[config.mk]
export PLATFORM = sky130hd
export DESIGN_NAME = nand_spare_packer
export DESIGN_NICKNAME = d
export VERILOG_FILES = /design/src/rtl/spk_pkg.sv /design/src/rtl/spk_len_calc.sv /design/src/rtl/spk_walker.sv /design/src/rtl/spk_xfer.sv /design/src/rtl/nand_spare_packer.sv
export SDC_FILE = /design/constraint.sdc
export NUM_CORES = 1
export LEC_CHECK = 0
export ABC_AREA = 1
export BUFFER_PORTS_ARGS = -buffer_cell sky130_fd_sc_hd__buf_2
export CAP_MARGIN = 25
export CORE_ASPECT_RATIO = 1.5
export CORE_MARGIN = 10
export CORE_UTILIZATION = 31
export DETAILED_ROUTE_END_ITERATION = 8
export HOLD_SLACK_MARGIN = 0.02
export PLACE_DENSITY = 0.58
export SYNTH_ARGS = -nofsm -noshare
export SYNTH_HDL_FRONTEND = slang
export SYNTH_SLANG_ARGS = --single-unit
export TNS_END_PERCENT = 50
[constraint.sdc]
create_clock -name clk -period 11.2 [get_ports clk]
set_input_delay 0.56 -clock clk [delete_from_list [all_inputs] [get_ports clk]]
set_output_delay 0.56 -clock clk [all_outputs]
set_load 0.02 [all_outputs]
[src/rtl/spk_pkg.sv]
package spk_pkg;

   localparam int BYTE_W       = 8;
   localparam int SECTOR_SHIFT = 9;

   typedef enum logic [1:0] {
      ST_IDLE  = 2'd0,
      ST_CALC  = 2'd1,
      ST_MOVE  = 2'd2,
      ST_DRAIN = 2'd3
   } spk_state_e;

endpackage

[src/rtl/spk_len_calc.sv]
// Per-sector share: (oob / secs) with bit 0 cleared.
// POW2_ONLY=1 uses a shift (sector count must be a power of two),
// otherwise a restoring divider runs OOB_W cycles.
module spk_len_calc #(
   parameter int OOB_W     = 8,
   parameter int SEC_W     = 7,
   parameter bit POW2_ONLY = 1'b0
) (
   input  logic             clk,
   input  logic             rst_n,
   input  logic             go,
   input  logic [OOB_W-1:0] oob,
   input  logic [SEC_W-1:0] secs,
   output logic [OOB_W-1:0] len,
   output logic             ready
);

   localparam int CNT_W = $clog2(OOB_W + 1);
   localparam int SH_W  = (SEC_W > 1) ? $clog2(SEC_W) : 1;

   if (OOB_W < 2) begin : g_bad_oob
      $error("spk_len_calc: OOB_W must be at least 2");
   end

   if (POW2_ONLY) begin : g_shift
      logic [SH_W-1:0]  sh;
      logic [OOB_W-1:0] quo;
      logic [OOB_W-1:0] len_q;
      logic             rdy_q;

      always_comb begin
         sh = '0;
         for (int k = 0; k < SEC_W; k++) begin
            if (secs[k]) sh = SH_W'(k);
         end
      end

      assign quo = oob >> sh;

      always_ff @(posedge clk or negedge rst_n) begin
         if (!rst_n) begin
            len_q <= '0;
            rdy_q <= 1'b0;
         end else begin
            rdy_q <= go;
            if (go) len_q <= {quo[OOB_W-1:1], 1'b0};
         end
      end

      assign len   = len_q;
      assign ready = rdy_q;
   end else begin : g_divide
      logic [SEC_W-1:0] rem_q;
      logic [OOB_W-1:0] dvd_q;
      logic [OOB_W-1:0] quo_q;
      logic [CNT_W-1:0] cnt_q;
      logic             run_q;
      logic             rdy_q;
      logic [SEC_W:0]   trial;
      logic             fits;

      assign trial = {rem_q, dvd_q[OOB_W-1]};
      assign fits  = (trial >= {1'b0, secs});

      always_ff @(posedge clk or negedge rst_n) begin
         if (!rst_n) begin
            rem_q <= '0;
            dvd_q <= '0;
            quo_q <= '0;
            cnt_q <= '0;
            run_q <= 1'b0;
            rdy_q <= 1'b0;
         end else begin
            rdy_q <= 1'b0;
            if (go) begin
               rem_q <= '0;
               dvd_q <= oob;
               quo_q <= '0;
               cnt_q <= CNT_W'(OOB_W);
               run_q <= 1'b1;
            end else if (run_q) begin
               if (fits) begin
                  rem_q <= SEC_W'(trial - {1'b0, secs});
                  quo_q <= {quo_q[OOB_W-2:0], 1'b1};
               end else begin
                  rem_q <= trial[SEC_W-1:0];
                  quo_q <= {quo_q[OOB_W-2:0], 1'b0};
               end
               dvd_q <= {dvd_q[OOB_W-2:0], 1'b0};
               cnt_q <= cnt_q - 1'b1;
               if (cnt_q == CNT_W'(1)) begin
                  run_q <= 1'b0;
                  rdy_q <= 1'b1;
               end
            end
         end
      end

      assign len   = {quo_q[OOB_W-1:1], 1'b0};
      assign ready = rdy_q;
   end

endmodule

[src/rtl/spk_walker.sv]
// Walks contiguous offset and spare address in step.
module spk_walker #(
   parameter int OOB_W    = 8,
   parameter int SEC_W    = 7,
   parameter int STRIDE_W = 8,
   parameter int SP_AW    = 10
) (
   input  logic                clk,
   input  logic                rst_n,
   input  logic                load,
   input  logic                step,
   input  logic [OOB_W-1:0]    len,
   input  logic [OOB_W-1:0]    oob,
   input  logic [SEC_W-1:0]    secs,
   input  logic [STRIDE_W-1:0] stride,
   output logic [OOB_W-1:0]    coff,
   output logic [SP_AW-1:0]    soff,
   output logic                last_byte
);

   localparam int PROD_W = SEC_W + STRIDE_W;

   logic [SEC_W-1:0]  sec_q;
   logic [SEC_W-1:0]  sec_last;
   logic [OOB_W-1:0]  inner_q;
   logic [OOB_W-1:0]  inner_nx;
   logic [OOB_W-1:0]  coff_q;
   logic [SP_AW-1:0]  base_q;
   logic [SP_AW-1:0]  last_base;
   logic [PROD_W-1:0] prod;
   logic              sec_wrap;

   assign sec_last  = secs - 1'b1;
   assign prod      = PROD_W'(sec_last) * PROD_W'(stride);
   assign last_base = SP_AW'(prod);
   assign inner_nx  = inner_q + 1'b1;
   assign sec_wrap  = (sec_q != sec_last) && (inner_nx == len);

   always_ff @(posedge clk or negedge rst_n) begin
      if (!rst_n) begin
         sec_q   <= '0;
         inner_q <= '0;
         coff_q  <= '0;
         base_q  <= '0;
      end else if (load) begin
         coff_q  <= '0;
         inner_q <= '0;
         if (len == '0) begin
            sec_q  <= sec_last;
            base_q <= last_base;
         end else begin
            sec_q  <= '0;
            base_q <= '0;
         end
      end else if (step) begin
         coff_q <= coff_q + 1'b1;
         if (sec_wrap) begin
            sec_q   <= sec_q + 1'b1;
            base_q  <= base_q + SP_AW'(stride);
            inner_q <= '0;
         end else begin
            inner_q <= inner_nx;
         end
      end
   end

   assign coff      = coff_q;
   assign soff      = base_q + SP_AW'(inner_q);
   assign last_byte = (coff_q == oob - 1'b1);

endmodule

[src/rtl/spk_xfer.sv]
// Read-then-write byte pipe between the two RAM ports.
module spk_xfer #(
   parameter int OOB_W = 8,
   parameter int SP_AW = 10
) (
   input  logic                      clk,
   input  logic                      rst_n,
   input  logic                      issue,
   input  logic                      scatter,
   input  logic [OOB_W-1:0]          coff,
   input  logic [SP_AW-1:0]          soff,
   output logic                      pend,
   output logic [OOB_W-1:0]          cg_addr,
   output logic                      cg_rd_en,
   input  logic [spk_pkg::BYTE_W-1:0] cg_rdata,
   output logic                      cg_wr_en,
   output logic [spk_pkg::BYTE_W-1:0] cg_wdata,
   output logic [SP_AW-1:0]          sp_addr,
   output logic                      sp_rd_en,
   input  logic [spk_pkg::BYTE_W-1:0] sp_rdata,
   output logic                      sp_wr_en,
   output logic [spk_pkg::BYTE_W-1:0] sp_wdata
);

   logic             pend_q;
   logic [OOB_W-1:0] coff_q;
   logic [SP_AW-1:0] soff_q;

   always_ff @(posedge clk or negedge rst_n) begin
      if (!rst_n) begin
         pend_q <= 1'b0;
         coff_q <= '0;
         soff_q <= '0;
      end else begin
         pend_q <= issue;
         coff_q <= coff;
         soff_q <= soff;
      end
   end

   assign pend     = pend_q;
   assign cg_rd_en = issue & scatter;
   assign sp_rd_en = issue & ~scatter;
   assign cg_wr_en = pend_q & ~scatter;
   assign sp_wr_en = pend_q & scatter;
   assign cg_addr  = scatter ? coff : coff_q;
   assign sp_addr  = scatter ? soff_q : soff;
   assign cg_wdata = sp_rdata;
   assign sp_wdata = cg_rdata;

endmodule

[src/rtl/nand_spare_packer.sv]
module nand_spare_packer #(
   parameter int PAGE_W    = 16,
   parameter int OOB_W     = 8,
   parameter int STRIDE_W  = 8,
   parameter int SP_AW     = 10,
   parameter bit POW2_ONLY = 1'b0
) (
   input  logic                clk,
   input  logic                rst_n,
   input  logic                start,
   input  logic                dir_scatter,
   input  logic [PAGE_W-1:0]   page_bytes,
   input  logic [OOB_W-1:0]    oob_bytes,
   input  logic [STRIDE_W-1:0] spare_stride,
   output logic                busy,
   output logic                done,
   output logic [OOB_W-1:0]    cg_addr,
   output logic                cg_rd_en,
   input  logic [7:0]          cg_rdata,
   output logic                cg_wr_en,
   output logic [7:0]          cg_wdata,
   output logic [SP_AW-1:0]    sp_addr,
   output logic                sp_rd_en,
   input  logic [7:0]          sp_rdata,
   output logic                sp_wr_en,
   output logic [7:0]          sp_wdata
);
   import spk_pkg::*;

   localparam int SEC_W = PAGE_W - SECTOR_SHIFT;

   if (PAGE_W <= SECTOR_SHIFT) begin : g_bad_page
      $error("nand_spare_packer: PAGE_W must exceed 9");
   end
   if (SP_AW < OOB_W) begin : g_bad_sp
      $error("nand_spare_packer: SP_AW must be at least OOB_W");
   end

   spk_state_e          state_q;
   logic                scatter_q;
   logic [OOB_W-1:0]    oob_q;
   logic [STRIDE_W-1:0] stride_q;
   logic [SEC_W-1:0]    secs_q;
   logic [SEC_W-1:0]    sec_raw;
   logic [SEC_W-1:0]    secs_in;
   logic                go_q;
   logic                done_q;
   logic                accept;
   logic [OOB_W-1:0]    len;
   logic                len_ready;
   logic                walk_load;
   logic                issue;
   logic [OOB_W-1:0]    coff;
   logic [SP_AW-1:0]    soff;
   logic                last_byte;
   logic                pend;

   assign sec_raw   = page_bytes[PAGE_W-1:SECTOR_SHIFT];
   assign secs_in   = (sec_raw == '0) ? SEC_W'(1) : sec_raw;
   assign accept    = (state_q == ST_IDLE) && start;
   assign walk_load = (state_q == ST_CALC) && len_ready && (oob_q != '0);
   assign issue     = (state_q == ST_MOVE);

   always_ff @(posedge clk or negedge rst_n) begin
      if (!rst_n) begin
         state_q   <= ST_IDLE;
         scatter_q <= 1'b0;
         oob_q     <= '0;
         stride_q  <= '0;
         secs_q    <= SEC_W'(1);
         go_q      <= 1'b0;
         done_q    <= 1'b0;
      end else begin
         go_q   <= accept;
         done_q <= 1'b0;
         case (state_q)
            ST_IDLE: begin
               if (start) begin
                  scatter_q <= dir_scatter;
                  oob_q     <= oob_bytes;
                  stride_q  <= spare_stride;
                  secs_q    <= secs_in;
                  state_q   <= ST_CALC;
               end
            end
            ST_CALC: begin
               if (len_ready) begin
                  if (oob_q == '0) begin
                     state_q <= ST_IDLE;
                     done_q  <= 1'b1;
                  end else begin
                     state_q <= ST_MOVE;
                  end
               end
            end
            ST_MOVE: begin
               if (last_byte) state_q <= ST_DRAIN;
            end
            ST_DRAIN: begin
               state_q <= ST_IDLE;
               done_q  <= 1'b1;
            end
            default: state_q <= ST_IDLE;
         endcase
      end
   end

   spk_len_calc #(
      .OOB_W     (OOB_W),
      .SEC_W     (SEC_W),
      .POW2_ONLY (POW2_ONLY)
   ) len_i (
      .clk   (clk),
      .rst_n (rst_n),
      .go    (go_q),
      .oob   (oob_q),
      .secs  (secs_q),
      .len   (len),
      .ready (len_ready)
   );

   spk_walker #(
      .OOB_W    (OOB_W),
      .SEC_W    (SEC_W),
      .STRIDE_W (STRIDE_W),
      .SP_AW    (SP_AW)
   ) walk_i (
      .clk       (clk),
      .rst_n     (rst_n),
      .load      (walk_load),
      .step      (issue),
      .len       (len),
      .oob       (oob_q),
      .secs      (secs_q),
      .stride    (stride_q),
      .coff      (coff),
      .soff      (soff),
      .last_byte (last_byte)
   );

   spk_xfer #(
      .OOB_W (OOB_W),
      .SP_AW (SP_AW)
   ) xfer_i (
      .clk      (clk),
      .rst_n    (rst_n),
      .issue    (issue),
      .scatter  (scatter_q),
      .coff     (coff),
      .soff     (soff),
      .pend     (pend),
      .cg_addr  (cg_addr),
      .cg_rd_en (cg_rd_en),
      .cg_rdata (cg_rdata),
      .cg_wr_en (cg_wr_en),
      .cg_wdata (cg_wdata),
      .sp_addr  (sp_addr),
      .sp_rd_en (sp_rd_en),
      .sp_rdata (sp_rdata),
      .sp_wr_en (sp_wr_en),
      .sp_wdata (sp_wdata)
   );

   assign busy = (state_q != ST_IDLE);
   assign done = done_q;

endmodule

==> results of run 1 <==
## path summary, 6_finish.rpt
kind | slack, ns | start | to | cells past startpoint
setup / recovery | 5.95 | secs_q[0]$_DFFE_PN1P_ | walk_i.base_q[8]$_DFFE_PN0P_ | 22
hold / removal | 0.16 | rst_n | xfer_i.soff_q[9]$_DFF_PN0_ | 1
setup reg to reg | 5.95 | secs_q[0]$_DFFE_PN1P_ | walk_i.base_q[8]$_DFFE_PN0P_ | 22
hold reg to reg | 0.42 | walk_i.coff[5]$_DFFE_PN0P_ | xfer_i.coff_q[5]$_DFF_PN0_ | 0
max in group asynchronous | 10.13 | rst_n | secs_q[0]$_DFFE_PN1P_ | 3
min in group clk | 0.41 | spare_stride[6] | stride_q[6]$_DFFE_PN0P_ | 3
## cells in the final DEF (no fill, tap or decap), types with 3 or more instances in the layout
| cell type | Yosys | layout |
|---|---|---|
| dfrtp_1 | 108 | 108 |
| nor2_2 | 3 | 4 |
| nor2_1 | 76 | 75 |
| nor4_1 | 5 | 5 |
| fa_1 | 24 | 24 |
| inv_1 | 142 | 142 |
| nand2_4 | 5 | 5 |
| buf_4 | 18 | 3 |
| nor3_1 | 7 | 7 |
| a21o_1 | 3 | 3 |
| nand2_2 | 4 | 4 |
| or2_2 | 5 | 5 |
| o21ai_2 | 10 | 10 |
| clkbuf_16 | 0 | 9 |
| o22ai_1 | 13 | 13 |
| buf_2 | 2 | 49 |
| a32oi_1 | 5 | 5 |
| inv_2 | 4 | 4 |
| o21ai_0 | 70 | 70 |
| nand3_2 | 4 | 4 |
| nand3_1 | 52 | 52 |
| a21oi_1 | 59 | 59 |
| o21bai_1 | 3 | 3 |
| nand4_1 | 15 | 15 |
| xor2_1 | 25 | 25 |
| nand2_1 | 253 | 253 |
| ha_1 | 48 | 48 |
| xnor2_1 | 11 | 11 |
## layout make-up
cell class,count,area (um^2)
Clock inverter,5,38.79
Fill cell,2601,16010
Clock buffer,11,252.7
Tap cell,324,405.4
Timing Repair Buffer,53,295.3
Multi-Input combinational cell,715,4245
Sequential cell,109,2729
Inverter,146,548.0
## power groups by stage
stage | Sequential, mW | Clock [mW] | Combinational [mW]
floorplan | 0.619 | 0 | 1.49
CTS | 0.680 | 0.336 | 1.89
finish | 0.676 | 0.324 | 1.86
global route | 0.697 | 0.349 | 2.19
detailed placement | 0.687 | 0 | 1.87
global placement | 0.686 | 0 | 1.84
## metal layers
metal,wire length (um),global-route usage,part of all wire,vias up
met4,507,0.04988,0.027,0
met5,0,0,0,-
met1,7840,0.1355,0.41,3056
met2,10190,0.2311,0.54,75
li1,-,-,-,3282
met3,400,0.01562,0.021,23
## sequential cells by signal (all words and copies together), names as in the netlist, 4 cells and up, named ones only
register and cells:
walk_i.sec_q 7, walk_i.base_q 10, secs_q 7, walk_i.inner_q 8
len_i.g_divide.rem_q 7, xfer_i.coff_q 8, len_i.g_divide.cnt_q 4, len_i.g_divide.dvd_q 8
walk_i.coff 8, xfer_i.soff_q 10, len_i.g_divide.quo_q 8, stride_q 8
oob_q 8
## cell families after synthesis
| kind of cell | share of synthesized area |
|---|---|
| and+or+nand+nor | 0.2410 |
| buffers and inverters | 0.1019 |
| AOI/OAI and AO/OA | 0.1257 |
| DFF | 0.3515 |
| adders and majority gates | 0.1393 |
| xor gates and xnor gates | 0.04062 |
## metrics by stage
| step | util | area [um^2] | hold WS (ns) | instances |
|---|---|---|---|---|
| floorplan | - | 7762 | 0.2644 | 1009 |
| global placement | 0.3342 | 8195 | 0.3771 | 1346 |
| detailed placement | 0.3342 | 8195 | 0.4010 | 1346 |
| CTS | 0.3461 | 8487 | 0.1731 | 1362 |
| global route | 0.3472 | 8514 | 0.1888 | 1363 |
| finish | 0.3472 | 8514 | 0.1634 | 1363 |
## worst max-delay path, delay by kind of cell, from the launching register on
family | cells | cell delay [ns]
AOI/OAI and AO/OA | 2 | 0.35
buffers and inverters | 4 | 0.34
adders and majority gates | 6 | 2.80
DFF | 1 | 0.67
and+or+nand+nor | 10 | 1.04
==> results.md, run 1 <==
* Avg Cell Area, Syn at 7.693 um^2
* CP max FO at 12
* Via count at 6436
* Mapped Cells at 1009
* Element type at the critical path end: flip-flop
* Max-capacitance violation count at 0
* Max transition margin at 0.4943
* Initial core utilization at 0.3165
* Die Area at 31900 um^2
* Run status: completed
* Post-synth EDFFs at 0
* Top post-synthesis cells by area: dfrtp_1, nand2_1, ha_1, inv_1, fa_1
* Layout cell share with drive strength beyond 1 at 0.1039
* Number of synthesized register bits at 109
* Worst Clk Skew at 0.006451 ns
* Internal at 1.398 mW
* Io pins at 92
* Synth cell count leaders: nand2_1, inv_1, dfrtp_1, nor2_1, o21ai_0
* Seq pwr share at 0.237
* Clock power frac at 0.113
* Total negative slack at 0 ns
* CTS H-tree depth at 3
* DRT iter0 DRCs at 388
* Most frequent CP cell: nand2_1
* Die W at 149.2 um
* Via-to-Cell Ratio at 4.722
* Synth warnings at 0
* Placed wire-length estimate at 14770 um
* Comb pwr share at 0.650
* Synthesized net count at 1133
* Post-route ant nets at 0
* Pre-CTS setup slack at 5.931 ns
* Slowest CP cell: dfstp_2
* Clock tree from TritonCTS: done
* Clk buf depth at 2
* IO Port Bufs at 50
* N_diodes at 0
* Worst VDD drop at 0.1720 mV
* Hold Path Class: in -> async
* Synth top area share at 0.3482
* Largest net degree at the start of global routing at 75
* Crit path launch type: flip-flop
* Total CTS buffers at 9
* Post-CTS Setup Bufs at 0
* Critical Path Max Stage Delay at 0.67 ns
* First-pass GRT wire length at 32020 um
* Count leader, synth: nand2_1
* Core area at 24520 um^2
* Synth cell types at 41
* Async SR Flop Fraction at 1.000
* Routability cong. at 0.8439
* Final min period at 5.246 ns
* Standard-cell rows at 70
* Sequential cell area fraction in the yosys report at 0.3515
* Switch share at 0.5111
* Area leader, netlist: dfrtp_1
* F_max at 190.6 MHz
* Final WS setup at 5.954 ns
* Sink Count at 109
* RSZ-0062 raised after global routing: no
* Chip height at 213.8 um
* Static Leak at 4.376 nW
* Cell chosen for the clock root: clkbuf_16
* Vias in the first global route at 6511
* Aggregate global-route resource usage at 0.1230
* GRT Residual Overflow at 0
* Clock Latency Late Sink at 0.35 ns
* Worst path cell trace: inv_2, ha_1, nand3_1, nand2_1, nand2_1, nand2_1, fa_1, fa_1, inv_1, fa_1, inv_1, fa_1, inv_1, ha_1, nand2_1, nand2_1, a21oi_1, or2_2, nand3_1, o21ai_0, nand3_1, nand2_1
* Wire length per cell at 13.90 um
* Cts repair resizes at 0
* Period utilisation layout at 0.4684
* Final setup viols at 0
* Final hold violations at 0
* Sw power at 1.461 mW
* Total wire length at 18940 um
* Critical path class: reg -> reg
* NumNets Final at 1158
* Initial antenna violation count at 0
* Worst-path clk slew at 0.08 ns
* Post-CTS Hold Fix Bufs at 0
* Required time worst endpoint at 11.49 ns
* Pwr Density at 335.8 nW/um^2
* Area growth syn-to-layout at 9.687%
* Final slew viol count at 0
* Tot Pwr at 2.859 mW
* Drt pass-1 iters at 5
* DR DRC count at 0
* Post-synth top flop: dfrtp_1
* Worst slew pin tran at 0.7578 ns
* Crit path DAT at 5.54 ns
* Synthesized area at 7762 um^2
No activity file was read; power rests on OpenSTA's default activity.
==> inputs of run 2 (changes only) <==
Settings changed: ABC_AREA 1 to 0, PLACE_DENSITY 0.58 to 0.6.
Clock period 11.2 ns to 4.7 ns, I/O delays scaled along.
==> run 2 against run 1 <==
  * The flow now finishes with violations (negative setup slack)
  * Sequential share of layout area shrank 1.5 points
  * Clock skew grew 0.0053 ns
  * Via count fell by 8.7%
  * Wire length is 5.4% lower
  * Synthesized cell count decreased by 19%
  * Critical path type unchanged
  * Highest routed layer unchanged
==> results.md, run 2 <==
* Async SR Flop Fraction at 1.000 (unchanged)
* Die Area at 31980 um^2 (was 31900 um^2)
* Via count at 5873 (was 6436)
* FILL cells at 2507 (was 2601)
* Synthesized area at 7785 um^2 (was 7762 um^2)
* Slowest CP cell: dfstp_2 (unchanged)
* Required time worst endpoint at 4.95 ns (was 11.49 ns)
* Wire length per cell at 14.87 um (was 13.90 um)
* N_diodes at 0 (unchanged)
* Mapped Cells at 818 (was 1009)
* First-pass GRT wire length at 30530 um (was 32020 um)
* DR DRC count at 0 (unchanged)
* Synth cell types at 68 (was 41)
* Most frequent CP cell: fa_1 (was nand2_1)
* CTS H-tree depth at 3 (unchanged)
* Max-capacitance violation count at 0 (unchanged)
* Chip height at 214.1 um (was 213.8 um)
* Run status: finished, violations left (was completed)
* Critical Path Max Stage Delay at 0.58 ns (was 0.67 ns)
* Sequential cell area fraction in the yosys report at 0.3505 (was 0.3515)
* Synth top area share at 0.3472 (was 0.3482)
* NumNets Final at 996 (was 1158)
* Routability cong. at 0.8403 (was 0.8439)
* Initial antenna violation count at 0 (unchanged)
* Post-route ant nets at 0 (unchanged)
* Pre-CTS setup slack at -0.2897 ns (was 5.931 ns)
* Post-synth top flop: dfrtp_1 (unchanged)
* Worst slew pin tran at 0.9441 ns (was 0.7578 ns)
* Element type at the critical path end: flip-flop (unchanged)
* Io pins at 92 (unchanged)
* Worst path cell trace: inv_6, ha_4, nor2b_4, and3_4, or2_4, and2_4, fa_1, fa_1, fa_1, inv_1, fa_1, inv_2, ha_4, or2_4, a21oi_2, a21oi_1, xnor2_2, a211oi_2, a2111oi_2 (was inv_2, ha_1, nand3_1, nand2_1, nand2_1, nand2_1, fa_1, fa_1, inv_1, fa_1, inv_1, fa_1, inv_1, ha_1, nand2_1, nand2_1, a21oi_1, or2_2, nand3_1, o21ai_0, nand3_1, nand2_1)
* Area growth syn-to-layout at 14.69% (was 9.687%)
* Largest net degree at the start of global routing at 74 (was 75)
* Largest registers: walk_i.base_q: 10 flops, xfer_i.soff_q: 10 flops (unchanged)
* Aggregate global-route resource usage at 0.1160 (was 0.1230)
* Total CTS buffers at 9 (unchanged)
* Drt pass-1 iters at 4 (was 5)
* Count leader, synth: dfrtp_1 (was nand2_1)
* Placed wire-length estimate at 14020 um (was 14770 um)
* Final min period at 4.846 ns (was 5.246 ns)
* Period utilisation layout at 1.031 (was 0.4684)
* Max transition margin at 0.3706 (was 0.4943)
* Layout cell share with drive strength beyond 1 at 0.1938 (was 0.1039)
* Final hold violations at 0 (unchanged)
* Cell family with most CP delay: adder cells (unchanged)
* Synth warnings at 0 (unchanged)
* Failing checks: negative setup slack
* Worst Clk Skew at 0.01170 ns (was 0.006451 ns)
* Final setup viols at 2 (was 0)
* F_max at 206.3 MHz (was 190.6 MHz)
* Core area at 24960 um^2 (was 24520 um^2)
* Leading cell types in the layout, fill and taps excluded: dfrtp_1, inv_1, nor2_1, nand2_1, o21ai_0 (was nand2_1, inv_1, dfrtp_1, nor2_1, o21ai_0)
* Top post-synthesis cells by area: dfrtp_1, ha_1, fa_1, mux2_2, xnor2_1 (was dfrtp_1, nand2_1, ha_1, inv_1, fa_1)
* RSZ-0062 raised after global routing: yes (was no)
* Crit path launch type: flip-flop (unchanged)
* Fin cells at 1205 (was 1363)
* Inst Count DP at 1184 (was 1346)
* Post-layout util at 0.3577 (was 0.3472)
* Crit path DAT at 5.10 ns (was 5.54 ns)
* Total wire length at 17920 um (was 18940 um)
* Vias in the first global route at 6230 (was 6511)
* Cell chosen for the clock root: clkbuf_16 (unchanged)
* Die W at 149.4 um (was 149.2 um)
* Critical path class: reg -> reg (unchanged)
* Final WS setup at -0.1464 ns (was 5.954 ns)
* Clk buf depth at 2 (unchanged)
* Synthesized net count at 942 (was 1133)
* Clock tree from TritonCTS: done (unchanged)
* Buf/Inv on CP at 3 (was 4)
* WHS at 0.07960 ns (was 0.1634 ns)
* Standard-cell rows at 71 (was 70)
* Hold Path Class: in -> reg (was in -> async)
* Most common cell after layout, fill and taps aside: dfrtp_1 (was nand2_1)
* Via-to-Cell Ratio at 4.874 (was 4.722)
* CP max FO at 4 (was 12)
* Synth cell count leaders: dfrtp_1, inv_1, nor2_1, nand2_1, o21ai_0 (was nand2_1, inv_1, dfrtp_1, nor2_1, o21ai_0)
* IO Port Bufs at 50 (unchanged)
* Worst-path clk slew at 0.08 ns (about the same)
* Area leader, netlist: dfrtp_1 (unchanged)
* Avg Cell Area, Syn at 9.517 um^2 (was 7.693 um^2)
* Post-synth EDFFs at 0 (unchanged)
* Clock Latency Late Sink at 0.36 ns (was 0.35 ns)
* GRT Residual Overflow at 0 (unchanged)
* Number of synthesized register bits at 109 (unchanged)
* DRT iter0 DRCs at 253 (was 388)
* Final slew viol count at 0 (unchanged)
* Sink Count at 109 (unchanged)
* Initial core utilization at 0.3119 (was 0.3165)
-- run 2: cell types whose count changed in the layout (fill, tap and decap cells not counted), moves of 21 or more --
| cell | change |
|---|---|
| a21oi_1 | -30 |
| buf_4 | +34 |
| inv_1 | -79 |
| mux2_2 | +31 |
| nand2_1 | -195 |
| nand3_1 | -38 |
| nor2b_1 | +23 |
| xnor2_1 | +21 |
-- run 2: kinds of logic (layout without fill, tap and decap cells) --
logic type	count (synthesis)	count (layout)	share of synthesized area
xor gates and xnor gates	62	62	0.07891
buffers and inverters	113	172	0.06606
muxes	51	51	0.07056
DFF	109	109	0.3505
AOI/OAI and AO/OA	152	152	0.1244
adders and majority gates	72	72	0.1389
and+or+nand+nor	259	259	0.1707
-- run 2: what timing repair did --
action / CTS / global route
hold buffers: 0 / 1
hold endpoints to repair: 0 / 16
pin swaps: 6 / 3
buffers inserted: 3 / 0
gates resized for setup: 7 / 1
setup endpoints to repair: 4 / 4
-- run 2: worst min-delay path, stage by stage --
cell	delay [ns]
buf_2	0.08
nand2_1	0.03
o21ai_0	0.06
-- run 2: path summary, 6_finish.rpt --
| check | from | to | slack [ns] | depth (start not counted) |
|---|---|---|---|---|
| max in group asynchronous | rst_n | xfer_i.soff_q[2]$_DFF_PN0_ | 3.32 | 4 |
| max | secs_q[0]$_DFFE_PN1P_ | walk_i.base_q[9]$_DFFE_PN0P_ | -0.15 | 19 |
| min reg2reg | walk_i.coff[7]$_DFFE_PN0P_ | xfer_i.coff_q[7]$_DFF_PN0_ | 0.47 | 0 |
| min | oob_bytes[3] | oob_q[3]$_DFFE_PN0P_ | 0.08 | 3 |
| min in group asynchronous | rst_n | len_i.g_divide.rem_q[2]$_DFFE_PN0P_ | 0.28 | 2 |
| max reg2reg | secs_q[0]$_DFFE_PN1P_ | walk_i.base_q[9]$_DFFE_PN0P_ | -0.15 | 19 |
-- run 2: cell type report --
class,instances,area [um^2],share of cell area
clock buffers,9,225.2,0.02522
clock inverters,7,75.07,0.008408
well taps,328,410.4,0.04596
repair buffers,90,583.1,0.06530
multi-input cells,596,4653,0.5212
inverters,66,252.7,0.02831
flip-flops and latches,109,2729,0.3056
-- run 2: metal layers --
layer | GRT usage | share of wire
met1 | 0.1216 | 0.38
met4 | 0.04659 | 0.026
met2 | 0.2248 | 0.57
met5 | 0 | 0
met3 | 0.01162 | 0.018
-- run 2: per-stage QoR --
stage / TNS (ns) / area (um^2)
floorplan: -0.1175 / 7864
global placement: -0.5534 / 8531
detailed placement: -0.8022 / 8531
CTS: -0.3146 / 8891
global route: -0.8535 / 8929
finish: -0.1823 / 8929
Power of run 2 is not shown: default switching activity piles up to over one toggle a cycle in this logic, so the estimate is an artifact.
==> inputs of run 3 (changes only) <==
Settings changed: PLACE_DENSITY 0.6 to 0.58.
Clock period 4.7 ns to 5.8 ns, I/O delays scaled along.
==> run 3 against run 2 <==
  * The flow now finishes without violations
  * Register-to-register slack better by 0.49 ns
  * Count of clock-buffer cells in the layout unchanged
  * Sequential share of layout area grew 1.2 points
  * Critical path type unchanged
  * Largest cell class unchanged
==> results.md, run 3 (synthesis results as in run 2) <==
* Area growth syn-to-layout at 10.33% (was 14.69%)
* Worst-path clk slew at 0.08 ns (about the same)
* Total negative slack at 0 ns (was -0.1823 ns)
* First-pass GRT wire length at 30210 um (was 30530 um)
* Most common cell after layout, fill and taps aside: dfrtp_1 (unchanged)
* Die Area at 31980 um^2 (unchanged)
* Hold wc startpoint: oob_bytes[3] (unchanged)
* Fin cells at 1175 (was 1205)
* Area of the multi-input gates at 4557 um^2 (was 4653 um^2)
* RR Startpoint: secs_q[0]$_DFFE_PN1P_ (unchanged)
* CP max FO at 7 (was 4)
* Required time worst endpoint at 6.05 ns (was 4.95 ns)
* Die W at 149.4 um (unchanged)
* Via-to-Cell Ratio at 4.903 (was 4.874)
* Core area at 24960 um^2 (unchanged)
* Element type at the critical path end: flip-flop (unchanged)
* Io pins at 92 (unchanged)
* Initial core utilization at 0.3119 (unchanged)
* Aggregate global-route resource usage at 0.1151 (was 0.1160)
* Post-CTS Setup Bufs at 0 (was 3)
* Register area at 2729 um^2 (unchanged)
* Largest net degree at the start of global routing at 73 (was 74)
* NumNets Final at 966 (was 996)
* Sink Count at 109 (unchanged)
* Via count at 5761 (was 5873)
* Crit path DAT at 5.71 ns (was 5.10 ns)
* Worst setup startpoint: secs_q[0]$_DFFE_PN1P_ (unchanged)
* Period utilisation layout at 0.9399 (was 1.031)
* Clk buf depth at 2 (unchanged)
* Hold Path Class: in -> reg (unchanged)
* Post-route ant nets at 0 (unchanged)
* Clock Latency Late Sink at 0.36 ns (about the same)
* GRT Residual Overflow at 0 (unchanged)
* Placed wire-length estimate at 13950 um (was 14020 um)
* WHS at 0.1330 ns (was 0.07960 ns)
* Total wire length at 17870 um (was 17920 um)
* Worst Clk Skew at 0.01019 ns (was 0.01170 ns)
* Crit path launch type: flip-flop (unchanged)
* Inst Count DP at 1157 (was 1184)
* N_diodes at 0 (unchanged)
* Total CTS buffers at 9 (unchanged)
* DR DRC count at 0 (unchanged)
* Standard-cell rows at 71 (unchanged)
* Cell chosen for the clock root: clkbuf_16 (unchanged)
* Final slew viol count at 0 (unchanged)
* Run status: completed (was finished, violations left)
* IO Port Bufs at 50 (unchanged)
* Wire length per cell at 15.21 um (was 14.87 um)
* Max transition margin at 0.3790 (was 0.3706)
* Initial antenna violation count at 0 (unchanged)
* CTS H-tree depth at 3 (unchanged)
* Routability cong. at 0.8417 (was 0.8403)
* Vias in the first global route at 5944 (was 6230)
* Largest registers: walk_i.base_q: 10 flops, xfer_i.soff_q: 10 flops (unchanged)
* Final setup viols at 0 (was 2)
* Clock tree from TritonCTS: done (unchanged)
* Final hold violations at 0 (unchanged)
* Layout cell share with drive strength beyond 1 at 0.1499 (was 0.1938)
* FILL cells at 2546 (was 2507)
* F_max at 183.4 MHz (was 206.3 MHz)
* Drt pass-1 iters at 4 (unchanged)
* Leading cell types in the layout, fill and taps excluded: dfrtp_1, inv_1, nor2_1, nand2_1, o21ai_0 (unchanged)
* RSZ-0062 raised after global routing: no (was yes)
* DRT iter0 DRCs at 301 (was 253)
* Chip height at 214.1 um (unchanged)
* Max-capacitance violation count at 0 (unchanged)
* Final min period at 5.452 ns (was 4.846 ns)
* Worst slew pin tran at 0.9315 ns (was 0.9441 ns)
* Critical path class: reg -> reg (unchanged)
-- run 3: cell count changes in the layout (fill, tap and decap cells not counted), moves of 2 or more --
cell and change:
buf_6 -2, ha_4 -3, inv_1 +3, or2_2 +2, buf_4 -28, inv_2 -2
clkinv_4 +2, ha_1 +2, inv_8 -2, or2_4 -2
-- run 3: final timing paths --
check | to | slack (ns) | depth (start not counted)
setup reg to reg | walk_i.base_q[9]$_DFFE_PN0P_ | 0.35 | 19
max in group asynchronous | walk_i.inner_q[2]$_DFFE_PN0P_ | 4.46 | 4
setup / recovery | walk_i.base_q[9]$_DFFE_PN0P_ | 0.35 | 19
hold reg to reg | xfer_i.coff_q[7]$_DFF_PN0_ | 0.48 | 0
min in group asynchronous | len_i.g_divide.rem_q[2]$_DFFE_PN0P_ | 0.43 | 2
hold / removal | oob_q[3]$_DFFE_PN0P_ | 0.13 | 3
-- run 3: final cells by class --
| class | instances | area share |
|---|---|---|
| clock buffers | 9 | 0.02622 |
| clock inverters | 7 | 0.008157 |
| inverters | 66 | 0.02884 |
| multi-input cells | 596 | 0.5305 |
| flip-flops and latches | 109 | 0.3177 |
| well taps | 328 | 0.04778 |
| repair buffers | 60 | 0.04079 |
-- run 3: per-layer routing --
metal,part of all wire,GRT usage,wire length (um),up-vias
met5,0,0,0,-
met3,0.022,0.01415,399,28
li1,-,-,-,2839
met2,0.57,0.2200,10140,70
met1,0.38,0.1197,6804,2824
met4,0.029,0.05118,520,0
-- run 3: what timing repair did --
| action | 4_1_cts | 5_1_grt |
|---|---|---|
| endpoints found under the setup margin | 0 | 1 |
| hold buffers | 1 | 0 |
| gates resized for setup | 0 | 2 |
| endpoints found under the hold margin | 37 | 0 |
-- run 3: metrics by stage --
stage | worst slack [ns] | area, um^2 | util
final | 0.3485 | 8589 | 0.3441
after global routing | 0.03350 | 8589 | 0.3441
after CTS | 0.2058 | 8554 | 0.3427
after detailed placement | 0.2193 | 8249 | 0.3305
after global placement | 0.2717 | 8249 | 0.3305
after floorplan | 0.3833 | 7785 | -
-- run 3: worst max-delay path, stage by stage (launching register included) --
cell and delay (ns):
dfstp_2 0.53, inv_1 0.11, ha_2 0.24, nor2b_1 0.15, and3_1 0.18, or2_2 0.31
and2_1 0.19, fa_1 0.50, fa_1 0.51, fa_1 0.54, inv_1 0.05, fa_1 0.54
inv_1 0.04, ha_1 0.32, or2_2 0.28, a21oi_1 0.14, a21oi_1 0.06, xnor2_1 0.23
a211oi_2 0.11, a2111oi_2 0.29
Power of run 3 is left out for the same reason.
